### src/rtl/mbox_pkg.sv
package mbox_pkg;
    localparam int unsigned NPROC   = 2;
    localparam int unsigned HI_LSB  = 16;
    localparam int unsigned RX_IE_B = 0;
    localparam int unsigned TX_IE_B = 1;

    typedef enum logic [1:0] {
        W_CTRL   = 2'd0,
        W_MASK   = 2'd1,
        W_CMD    = 2'd2,
        W_STATUS = 2'd3
    } mbox_word_e;
endpackage

### src/rtl/mbox_cfg_regs.sv
module mbox_cfg_regs #(
    parameter int unsigned NCH = 6
) (
    input  logic           clk,
    input  logic           rst_n,
    input  logic           wr_ctrl,
    input  logic           wr_mask,
    input  logic           wr_rx_ie,
    input  logic           wr_tx_ie,
    input  logic [NCH-1:0] wr_occ_m,
    input  logic [NCH-1:0] wr_free_m,
    output logic           rx_ie,
    output logic           tx_ie,
    output logic [NCH-1:0] occ_m,
    output logic [NCH-1:0] free_m
);
    typedef struct packed {
        logic           rx_ie;
        logic           tx_ie;
        logic [NCH-1:0] occ_m;
        logic [NCH-1:0] free_m;
    } cfg_t;

    cfg_t cfg_d, cfg_q;

    always_comb begin
        cfg_d = cfg_q;
        if (wr_ctrl) begin
            cfg_d.rx_ie = wr_rx_ie;
            cfg_d.tx_ie = wr_tx_ie;
        end
        if (wr_mask) begin
            cfg_d.occ_m  = wr_occ_m;
            cfg_d.free_m = wr_free_m;
        end
    end

    always_ff @(posedge clk) begin
        if (!rst_n) begin
            cfg_q.rx_ie  <= 1'b0;
            cfg_q.tx_ie  <= 1'b0;
            cfg_q.occ_m  <= '1;
            cfg_q.free_m <= '1;
        end else begin
            cfg_q <= cfg_d;
        end
    end

    assign rx_ie  = cfg_q.rx_ie;
    assign tx_ie  = cfg_q.tx_ie;
    assign occ_m  = cfg_q.occ_m;
    assign free_m = cfg_q.free_m;
endmodule

### src/rtl/mbox_flag_bank.sv
module mbox_flag_bank #(
    parameter int unsigned NCH = 6
) (
    input  logic                          clk,
    input  logic                          rst_n,
    input  logic [mbox_pkg::NPROC-1:0][NCH-1:0] set_req,
    input  logic [mbox_pkg::NPROC-1:0][NCH-1:0] clr_req,
    output logic [mbox_pkg::NPROC-1:0][NCH-1:0] flags
);
    typedef struct packed {
        logic [mbox_pkg::NPROC-1:0][NCH-1:0] flag;
    } bank_t;

    bank_t bank_d, bank_q;

    // A processor's clear bits act on the peer's flags; clear beats set.
    always_comb begin
        bank_d = bank_q;
        for (int p = 0; p < int'(mbox_pkg::NPROC); p++) begin
            bank_d.flag[p] = (bank_q.flag[p] | set_req[p])
                           & ~clr_req[mbox_pkg::NPROC-1-p];
        end
    end

    always_ff @(posedge clk) begin
        if (!rst_n) begin
            bank_q <= '0;
        end else begin
            bank_q <= bank_d;
        end
    end

    assign flags = bank_q.flag;
endmodule

### src/rtl/mbox_port.sv
module mbox_port #(
    parameter int unsigned NCH    = 6,
    parameter int unsigned ADDR_W = 4,
    parameter int unsigned DATA_W = 32
) (
    input  logic              clk,
    input  logic              rst_n,
    input  logic              valid,
    input  logic              write,
    input  logic [ADDR_W-1:0] addr,
    input  logic [DATA_W-1:0] wdata,
    input  logic              rx_ie,
    input  logic              tx_ie,
    input  logic [NCH-1:0]    occ_m,
    input  logic [NCH-1:0]    free_m,
    input  logic [NCH-1:0]    own_flags,
    output logic              wr_ctrl,
    output logic              wr_mask,
    output logic [NCH-1:0]    set_req,
    output logic [NCH-1:0]    clr_req,
    output logic [DATA_W-1:0] rdata
);
    import mbox_pkg::*;

    localparam int unsigned HI = HI_LSB;

    typedef struct packed {
        logic [DATA_W-1:0] rdata;
    } port_t;

    port_t port_d, port_q;

    logic        in_range;
    mbox_word_e  word;
    logic [DATA_W-1:0] rd_word;

    assign in_range = (addr < ADDR_W'(4));
    assign word     = mbox_word_e'(addr[1:0]);

    always_comb begin
        wr_ctrl = 1'b0;
        wr_mask = 1'b0;
        set_req = '0;
        clr_req = '0;
        if (valid && write && in_range) begin
            unique case (word)
                W_CTRL: wr_ctrl = 1'b1;
                W_MASK: wr_mask = 1'b1;
                W_CMD: begin
                    clr_req = wdata[NCH-1:0];
                    set_req = wdata[HI +: NCH] & ~wdata[NCH-1:0];
                end
                default: ;
            endcase
        end
    end

    always_comb begin
        rd_word = '0;
        if (in_range) begin
            unique case (word)
                W_CTRL: begin
                    rd_word[RX_IE_B] = rx_ie;
                    rd_word[TX_IE_B] = tx_ie;
                end
                W_MASK: begin
                    rd_word[NCH-1:0]   = occ_m;
                    rd_word[HI +: NCH] = free_m;
                end
                W_STATUS: rd_word[NCH-1:0] = own_flags;
                default: ;
            endcase
        end
    end

    always_comb begin
        port_d = port_q;
        if (valid && !write) begin
            port_d.rdata = rd_word;
        end
    end

    always_ff @(posedge clk) begin
        if (!rst_n) begin
            port_q <= '0;
        end else begin
            port_q <= port_d;
        end
    end

    assign rdata = port_q.rdata;
endmodule

### src/rtl/mbox_irq_gen.sv
module mbox_irq_gen #(
    parameter int unsigned NCH = 6
) (
    input  logic           rx_ie,
    input  logic           tx_ie,
    input  logic [NCH-1:0] occ_m,
    input  logic [NCH-1:0] free_m,
    input  logic [NCH-1:0] own_flags,
    input  logic [NCH-1:0] peer_flags,
    output logic           irq_rx,
    output logic           irq_tx
);
    logic [NCH-1:0] rx_pend;
    logic [NCH-1:0] tx_pend;

    always_comb begin
        rx_pend = peer_flags & ~occ_m;
        tx_pend = ~own_flags & ~free_m;
        irq_rx  = rx_ie & (|rx_pend);
        irq_tx  = tx_ie & (|tx_pend);
    end
endmodule

### src/rtl/mbox_flag_ctrl.sv
module mbox_flag_ctrl #(
    parameter int unsigned NCH    = 6,
    parameter int unsigned ADDR_W = 4,
    parameter int unsigned DATA_W = 32
) (
    input  logic                                    clk,
    input  logic                                    rst_n,
    input  logic [mbox_pkg::NPROC-1:0]              bus_valid,
    input  logic [mbox_pkg::NPROC-1:0]              bus_write,
    input  logic [mbox_pkg::NPROC-1:0][ADDR_W-1:0]  bus_addr,
    input  logic [mbox_pkg::NPROC-1:0][DATA_W-1:0]  bus_wdata,
    output logic [mbox_pkg::NPROC-1:0][DATA_W-1:0]  bus_rdata,
    output logic [mbox_pkg::NPROC-1:0]              irq_rx_occ,
    output logic [mbox_pkg::NPROC-1:0]              irq_tx_free
);
    import mbox_pkg::*;

    logic [NPROC-1:0][NCH-1:0] flag_q;
    logic [NPROC-1:0][NCH-1:0] set_req;
    logic [NPROC-1:0][NCH-1:0] clr_req;
    logic [NPROC-1:0]          wr_ctrl;
    logic [NPROC-1:0]          wr_mask;
    logic [NPROC-1:0]          rx_ie;
    logic [NPROC-1:0]          tx_ie;
    logic [NPROC-1:0][NCH-1:0] occ_m;
    logic [NPROC-1:0][NCH-1:0] free_m;

    for (genvar p = 0; p < int'(NPROC); p++) begin : g_proc
        mbox_port #(.NCH(NCH), .ADDR_W(ADDR_W), .DATA_W(DATA_W)) u_port (
            .clk      (clk),
            .rst_n    (rst_n),
            .valid    (bus_valid[p]),
            .write    (bus_write[p]),
            .addr     (bus_addr[p]),
            .wdata    (bus_wdata[p]),
            .rx_ie    (rx_ie[p]),
            .tx_ie    (tx_ie[p]),
            .occ_m    (occ_m[p]),
            .free_m   (free_m[p]),
            .own_flags(flag_q[p]),
            .wr_ctrl  (wr_ctrl[p]),
            .wr_mask  (wr_mask[p]),
            .set_req  (set_req[p]),
            .clr_req  (clr_req[p]),
            .rdata    (bus_rdata[p])
        );

        mbox_cfg_regs #(.NCH(NCH)) u_cfg (
            .clk      (clk),
            .rst_n    (rst_n),
            .wr_ctrl  (wr_ctrl[p]),
            .wr_mask  (wr_mask[p]),
            .wr_rx_ie (bus_wdata[p][RX_IE_B]),
            .wr_tx_ie (bus_wdata[p][TX_IE_B]),
            .wr_occ_m (bus_wdata[p][NCH-1:0]),
            .wr_free_m(bus_wdata[p][HI_LSB +: NCH]),
            .rx_ie    (rx_ie[p]),
            .tx_ie    (tx_ie[p]),
            .occ_m    (occ_m[p]),
            .free_m   (free_m[p])
        );

        mbox_irq_gen #(.NCH(NCH)) u_irq (
            .rx_ie     (rx_ie[p]),
            .tx_ie     (tx_ie[p]),
            .occ_m     (occ_m[p]),
            .free_m    (free_m[p]),
            .own_flags (flag_q[p]),
            .peer_flags(flag_q[NPROC-1-p]),
            .irq_rx    (irq_rx_occ[p]),
            .irq_tx    (irq_tx_free[p])
        );
    end

    mbox_flag_bank #(.NCH(NCH)) u_flags (
        .clk    (clk),
        .rst_n  (rst_n),
        .set_req(set_req),
        .clr_req(clr_req),
        .flags  (flag_q)
    );
endmodule

### config.mk
export PLATFORM = sky130hd
export DESIGN_NAME = mbox_flag_ctrl
export DESIGN_NICKNAME = d
export VERILOG_FILES = /design/src/rtl/mbox_pkg.sv /design/src/rtl/mbox_cfg_regs.sv /design/src/rtl/mbox_flag_bank.sv /design/src/rtl/mbox_port.sv /design/src/rtl/mbox_irq_gen.sv /design/src/rtl/mbox_flag_ctrl.sv
export SDC_FILE = /design/constraint.sdc
export NUM_CORES = 1
export LEC_CHECK = 0
export BUFFER_PORTS_ARGS = -buffer_cell sky130_fd_sc_hd__buf_4
export CAP_MARGIN = 25
export CORE_UTILIZATION = 49
export CTS_BUF_LIST = sky130_fd_sc_hd__clkbuf_4 sky130_fd_sc_hd__clkbuf_8
export DETAILED_ROUTE_END_ITERATION = 6
export PLACE_DENSITY = 0.83
export SLEW_MARGIN = 10
export SYNTH_ARGS = -nofsm -noshare
export SYNTH_HDL_FRONTEND = slang
export SYNTH_SLANG_ARGS = --single-unit
### constraint.sdc
create_clock -name clk -period 1.48 [get_ports clk]
set_clock_uncertainty 0.15 [all_clocks]
set_input_delay 0.296 -clock clk [delete_from_list [all_inputs] [get_ports clk]]
set_output_delay 0.296 -clock clk [all_outputs]
set_load 0.01 [all_outputs]
# Word level (Yosys, flattened, before mapping)

Index checks and enable logic that the tools add are counted.

Bits of input ports: 78
Register bits: 64
Output and inout port bits: 68
Logic and storage cells: 84

Eq/ne operators: 6
Reductions and logical operators: 14
Bitwise operators: 24
Multiplexer cells: 26
Magnitude comparators: 2

Operators by type and width:

| cell                                                       | count |
|---|---|
| two-way mux 6 bit                                          | 14 |
| inverter 6 bit                                             | 10 |
| AND 6 bit                                                  | 8 |
| OR reduction 6 bit                                         | 4 |
| case mux 4 bit (2 select lines)                            | 2 |
| bitwise OR 6 bit                                           | 2 |
| case mux 2 bit (3 select lines)                            | 2 |
| equality test 2 bit, second input constant                 | 4 |
| less-than comparator 4 x 3 -> 1 bit, second input constant | 2 |
| two-way mux 1 bit                                          | 8 |
| logical AND 1 bit                                          | 6 |
| AND 1 bit                                                  | 4 |
| equality test 2 x 1 -> 1 bit, second input constant        | 2 |
| logical NOT 2 bit                                          | 2 |
| logical NOT 1 bit                                          | 2 |

# Logic depth before layout (Yosys ltp)

Depth after elaboration: 6
Depth in mapped cells: 5
Gate-level depth less buffers: 3

# Hierarchy

From an unflattened synthesis, not the netlist that was laid out.

Cells, all modules: 367
Area total of the unflattened synthesis: 3263.1 µm²

Modules (own cells, without submodules):

| module         | times used | cells each | sequential area each (µm²) | area each (µm²) |
|---|---|---|---|---|
| mbox_port      | 2          | 107        | 240.2                      | 844.6 |
| mbox_cfg_regs  | 2          | 44         | 280.3                      | 493.0 |
| mbox_flag_bank | 1          | 37         | 240.2                      | 432.9 |
| mbox_irq_gen   | 2          | 14         | 0.0                        | 77.6 |

# Worst setup path before layout

OpenSTA, ideal clock, no wires.

Kind: input -> register
Start: in bus_addr[3] (netlist name)
End: reg u_flags.bank_q, in the netlist u_flags.flags[0]
Setup time: 86 ps
Slack: 184 ps
Stages on the path: 4
Arrival: 1060 ps
Cell sequence: and4bb_2 buf_6 a41oi_1 a211oi_1

Longest elaborated chain between the ends: 5

Ends and longest elaborated chain:

| item                                | line                 | RTL |
|---|---|---|
| start, declared                     | mbox_flag_ctrl.sv:10 | `input logic [mbox_pkg::NPROC-1:0][ADDR_W-1:0] bus_addr,` |
| less-than comparator 4 x 3 -> 1 bit | mbox_port.sv:37      | `assign in_range = (addr < ADDR_W'(4));` |
| logical AND 1 bit                   | mbox_port.sv:45      | `if (valid && write && in_range) begin` |
| two-way mux 6 bit                   | mbox_port.sv:45      |  |
| bitwise OR 6 bit                    | mbox_flag_bank.sv:20 | `bank_d.flag[p] = (bank_q.flag[p] \| set_req[p])` |
| AND 6 bit                           | mbox_flag_bank.sv:21 | `& ~clr_req[mbox_pkg::NPROC-1-p];` |
| end signal, assigned                | mbox_flag_bank.sv:29 | `bank_q <= bank_d;` |
| end, declared                       | mbox_flag_bank.sv:14 | `bank_t bank_d, bank_q;` |

Every way passes these cells.
A chain may end at the register's enable or synchronous reset.

# Worst setup path in the final report

Start: reg u_flags.bank_q, in the netlist u_flags.flags[3]
End: out irq_rx_occ[1] (netlist name)

Longest elaborated chain between the ends: 3

Ends and longest elaborated chain:

| item               | line                 | RTL |
|---|---|---|
| AND 6 bit          | mbox_irq_gen.sv:17   | `rx_pend = peer_flags & ~occ_m;` |
| OR reduction 6 bit | mbox_irq_gen.sv:19   | `irq_rx = rx_ie & (\|rx_pend);` |
| AND 1 bit          | mbox_irq_gen.sv:19   |  |
| end, declared      | mbox_flag_ctrl.sv:13 | `output logic [mbox_pkg::NPROC-1:0] irq_rx_occ,` |

Every way passes these cells.

==> impl_metrics.tcl <==
set metrics [dict create \
    first_global_vias 2930 \
    clk_pin_slew_worst_paths_ns 0.07 \
    critical_path_class "reg -> out" \
    synth_top_family_by_area "compound AO/OA/AOI/OAI gates" \
    p_leak_nw 1.65 \
    rsz0062_at_grt "yes" \
    die-area_sq_um 6930 \
    outcome "finished with violations" \
    setup_viol_count_final 4 \
    cts_max_level 3 \
    n_fill_cell 492 \
    pin_count 146 \
    crit_slowest_cell "dfxtp_4" \
    drt_wl_total_um 9210 \
    grt_max_degree 25 \
    core_area_sq_um 6350 \
    synth.area.mux_share 0.0271 \
    peakVddDrop_v 0.000464 \
    cts_buffers 9 \
    grt_pass1_wl_um 14800 \
    final_cell_mix "buf_4, conb_1, dfxtp_1" \
    path_cells "inv_2 > o22ai_1 > o31a_1 > buf_6" \
    hp-class "in -> reg" \
    gp_congestion 0.907 \
    crit_required_ns 1.03 \
    stdcell_count 538 \
    dp_slack_ns -0.182 \
    drive_gt1_frac 0.384 \
    layout_setup_ws_ns -0.246 \
    grtUsageTotal 0.270 \
    startpoint_type "register" \
    die_height_um 83.3 \
    dp_hpwl_um 6360 \
    cts_sinks 64 \
    fmax_mhz 580 \
    finalHoldViolations 0 \
    violations "setup timing" \
    utilization 0.659 \
    ys_types 41 \
    syn2layout_area_growth_pct 29.4 \
    initialDrtViolationCount 465 \
    initial_core_util 0.510 \
    synth_seq_cells 64 \
    synth.yosys.seq_area_share 0.396 \
    ctsLongestPathBuffers 2 \
    detail-route-antenna-nets 0 \
    maxCapViolCount 0 \
    ys_warn_count 0 \
    async_flop_share 0 \
    cts_root_buffer "clkbuf_8" \
    via_per_inst 6.04 \
    antenna_found_initial 0 \
    critical_path.top_delay_family "flip-flops" \
    drt-wirelength-per-cell_um 17.1 \
    yosys.area_share.adder 0 \
    synthXorXnorAreaFrac 0 \
    n_antenna_cell 0 \
    fin_area_sq_um 4190 \
    placed_cell_area_sq_um 3740 \
    nets 534 \
    final_common_cell "buf_4" \
    period_minus_slack_ns 1.73 \
    vias 3247 \
    final-max-slew-violation-count 0 \
    syn_avg_cell_area_sq_um 8.94 \
    syn-cell-area_sq_um 3240 \
    fin_crit_sh 1.17 \
    crit_buf_inv 2 \
    synth_edf_count 0 \
    core.rowCount 29 \
    path_max_fanout 4 \
    clk-insertion-delay-late_ns 0.35 \
    place_inst 505 \
    crit_path_end_kind "output port" \
    synthCells 362 \
    fp.dieW_um 83.3 \
    cpPeakStageDelay_ns 0.38 \
    synth_compound_area_frac 0.261 \
    cp.arrival_ns 1.28 \
    finalSetupTns_ns -0.919 \
    portBuffers 65 \
    tritoncts "yes" \
    yosys_most_used_dff "dfxtp_1" \
    drcViolationCount 0 \
    synth-simple-area-share 0.140 \
    drt_pass1_iterations 5 \
    worst-r2r-setup-slack_ns 0.19 \
    pwr_density_cell_nw_per_um2 882 \
    grt-ovfl-total 0 \
]
where the power goes:
| group | leakage [nW] | switching, W | internal, W |
|---|---|---|---|
| clock | 0.0916 | 0.000732 | 0.000776 |
| combinational | 1.04 | 0.000258 | 0.000184 |
| sequential | 0.519 | 0.0000146 | 0.00173 |
| total | 1.65 | 0.00100 | 0.00269 |
metal layers:
layer | vias up | share of wire | GRT usage
li1 | 1460 | - | -
met4 | 0 | 0.033 | 0.143
met1 | 1519 | 0.40 | 0.363
met5 | - | 0 | 0
met2 | 235 | 0.47 | 0.415
met3 | 33 | 0.091 | 0.0427
cell usage after synthesis (2+ instances only):
library cell / number / area share
a211oi_2: 6 / 0.023
a41oi_2: 2 / 0.010
nand4bb_1: 2 / 0.0070
a32o_1: 2 / 0.0062
o31a_1: 4 / 0.011
mux2i_1: 2 / 0.0062
o31ai_1: 4 / 0.0093
o21ai_1: 4 / 0.0062
o22ai_1: 12 / 0.023
nor2b_1: 3 / 0.0058
nand4_1: 4 / 0.0077
o21ai_0: 24 / 0.037
a31oi_1: 4 / 0.0077
nand2b_1: 5 / 0.0097
dfxtp_1: 64 / 0.40
nand2_1: 4 / 0.0046
o311ai_0: 12 / 0.032
a211oi_1: 6 / 0.014
nor2_1: 19 / 0.022
clkbuf_1: 13 / 0.015
buf_2: 8 / 0.012
a22oi_1: 2 / 0.0046
inv_1: 24 / 0.028
buf_4: 45 / 0.10
a41oi_1: 10 / 0.027
mux2_2: 6 / 0.021
a32oi_1: 16 / 0.043
a21oi_1: 4 / 0.0062
buf_6: 3 / 0.010
nand3_1: 37 / 0.057
area by class of cell:
| type | count | area (sq um) | area share |
|---|---|---|---|
| Multi-Input combinational cell | 241 | 1570 | 0.376 |
| Sequential cell | 64 | 1330 | 0.318 |
| Timing Repair Buffer | 115 | 898 | 0.215 |
| Clock buffer | 9 | 124 | 0.0296 |
| Tap cell | 77 | 96.3 | 0.0230 |
| Inverter | 25 | 93.8 | 0.0224 |
| Clock inverter | 7 | 71.3 | 0.0170 |
worst paths after layout:
kind	from	cells past startpoint	to
setup / recovery	u_flags.flags[3]	4	irq_rx_occ[1]
setup reg to reg	u_flags.flags[7]	4	g_proc[1].u_port.rdata[1]
hold / removal	bus_wdata[33]	2	u_flags.flags[1]
hold reg to reg	g_proc[1].u_port.rdata[1]	2	g_proc[1].u_port.rdata[1]
kinds of logic after synthesis:
group,count (synthesis)
simple gates,81
mux,8
buf+inv,96
flops,64
other cells,1
compound gates,112
stage by stage:
stage	total power, W	hold slack, ns
after floorplan	0.00208	0.237
after global placement	0.00218	0.303
after detailed placement	0.00219	0.307
after CTS	0.00368	0.00545
after global routing	0.00380	0.0126
final	0.00369	0.0178
state kept, by name, indices dropped and copies added, names as in the netlist:
register and flops:
g_proc.u_cfg.free_m 12, g_proc.u_cfg.rx_ie 2, g_proc.u_cfg.occ_m 12, g_proc.u_cfg.tx_ie 2
g_proc.u_port.rdata 24, u_flags.flags 12
what timing repair did:
action | CTS | global route
setup endpoints to repair | 4 | 4
endpoints found under the hold margin | 11 | 0
setup buffers | 5 | 1
hold buffers | 11 | 0
pin swaps | 3 | 3
resized for setup | 31 | 17
(Power assumes the default switching activity.)
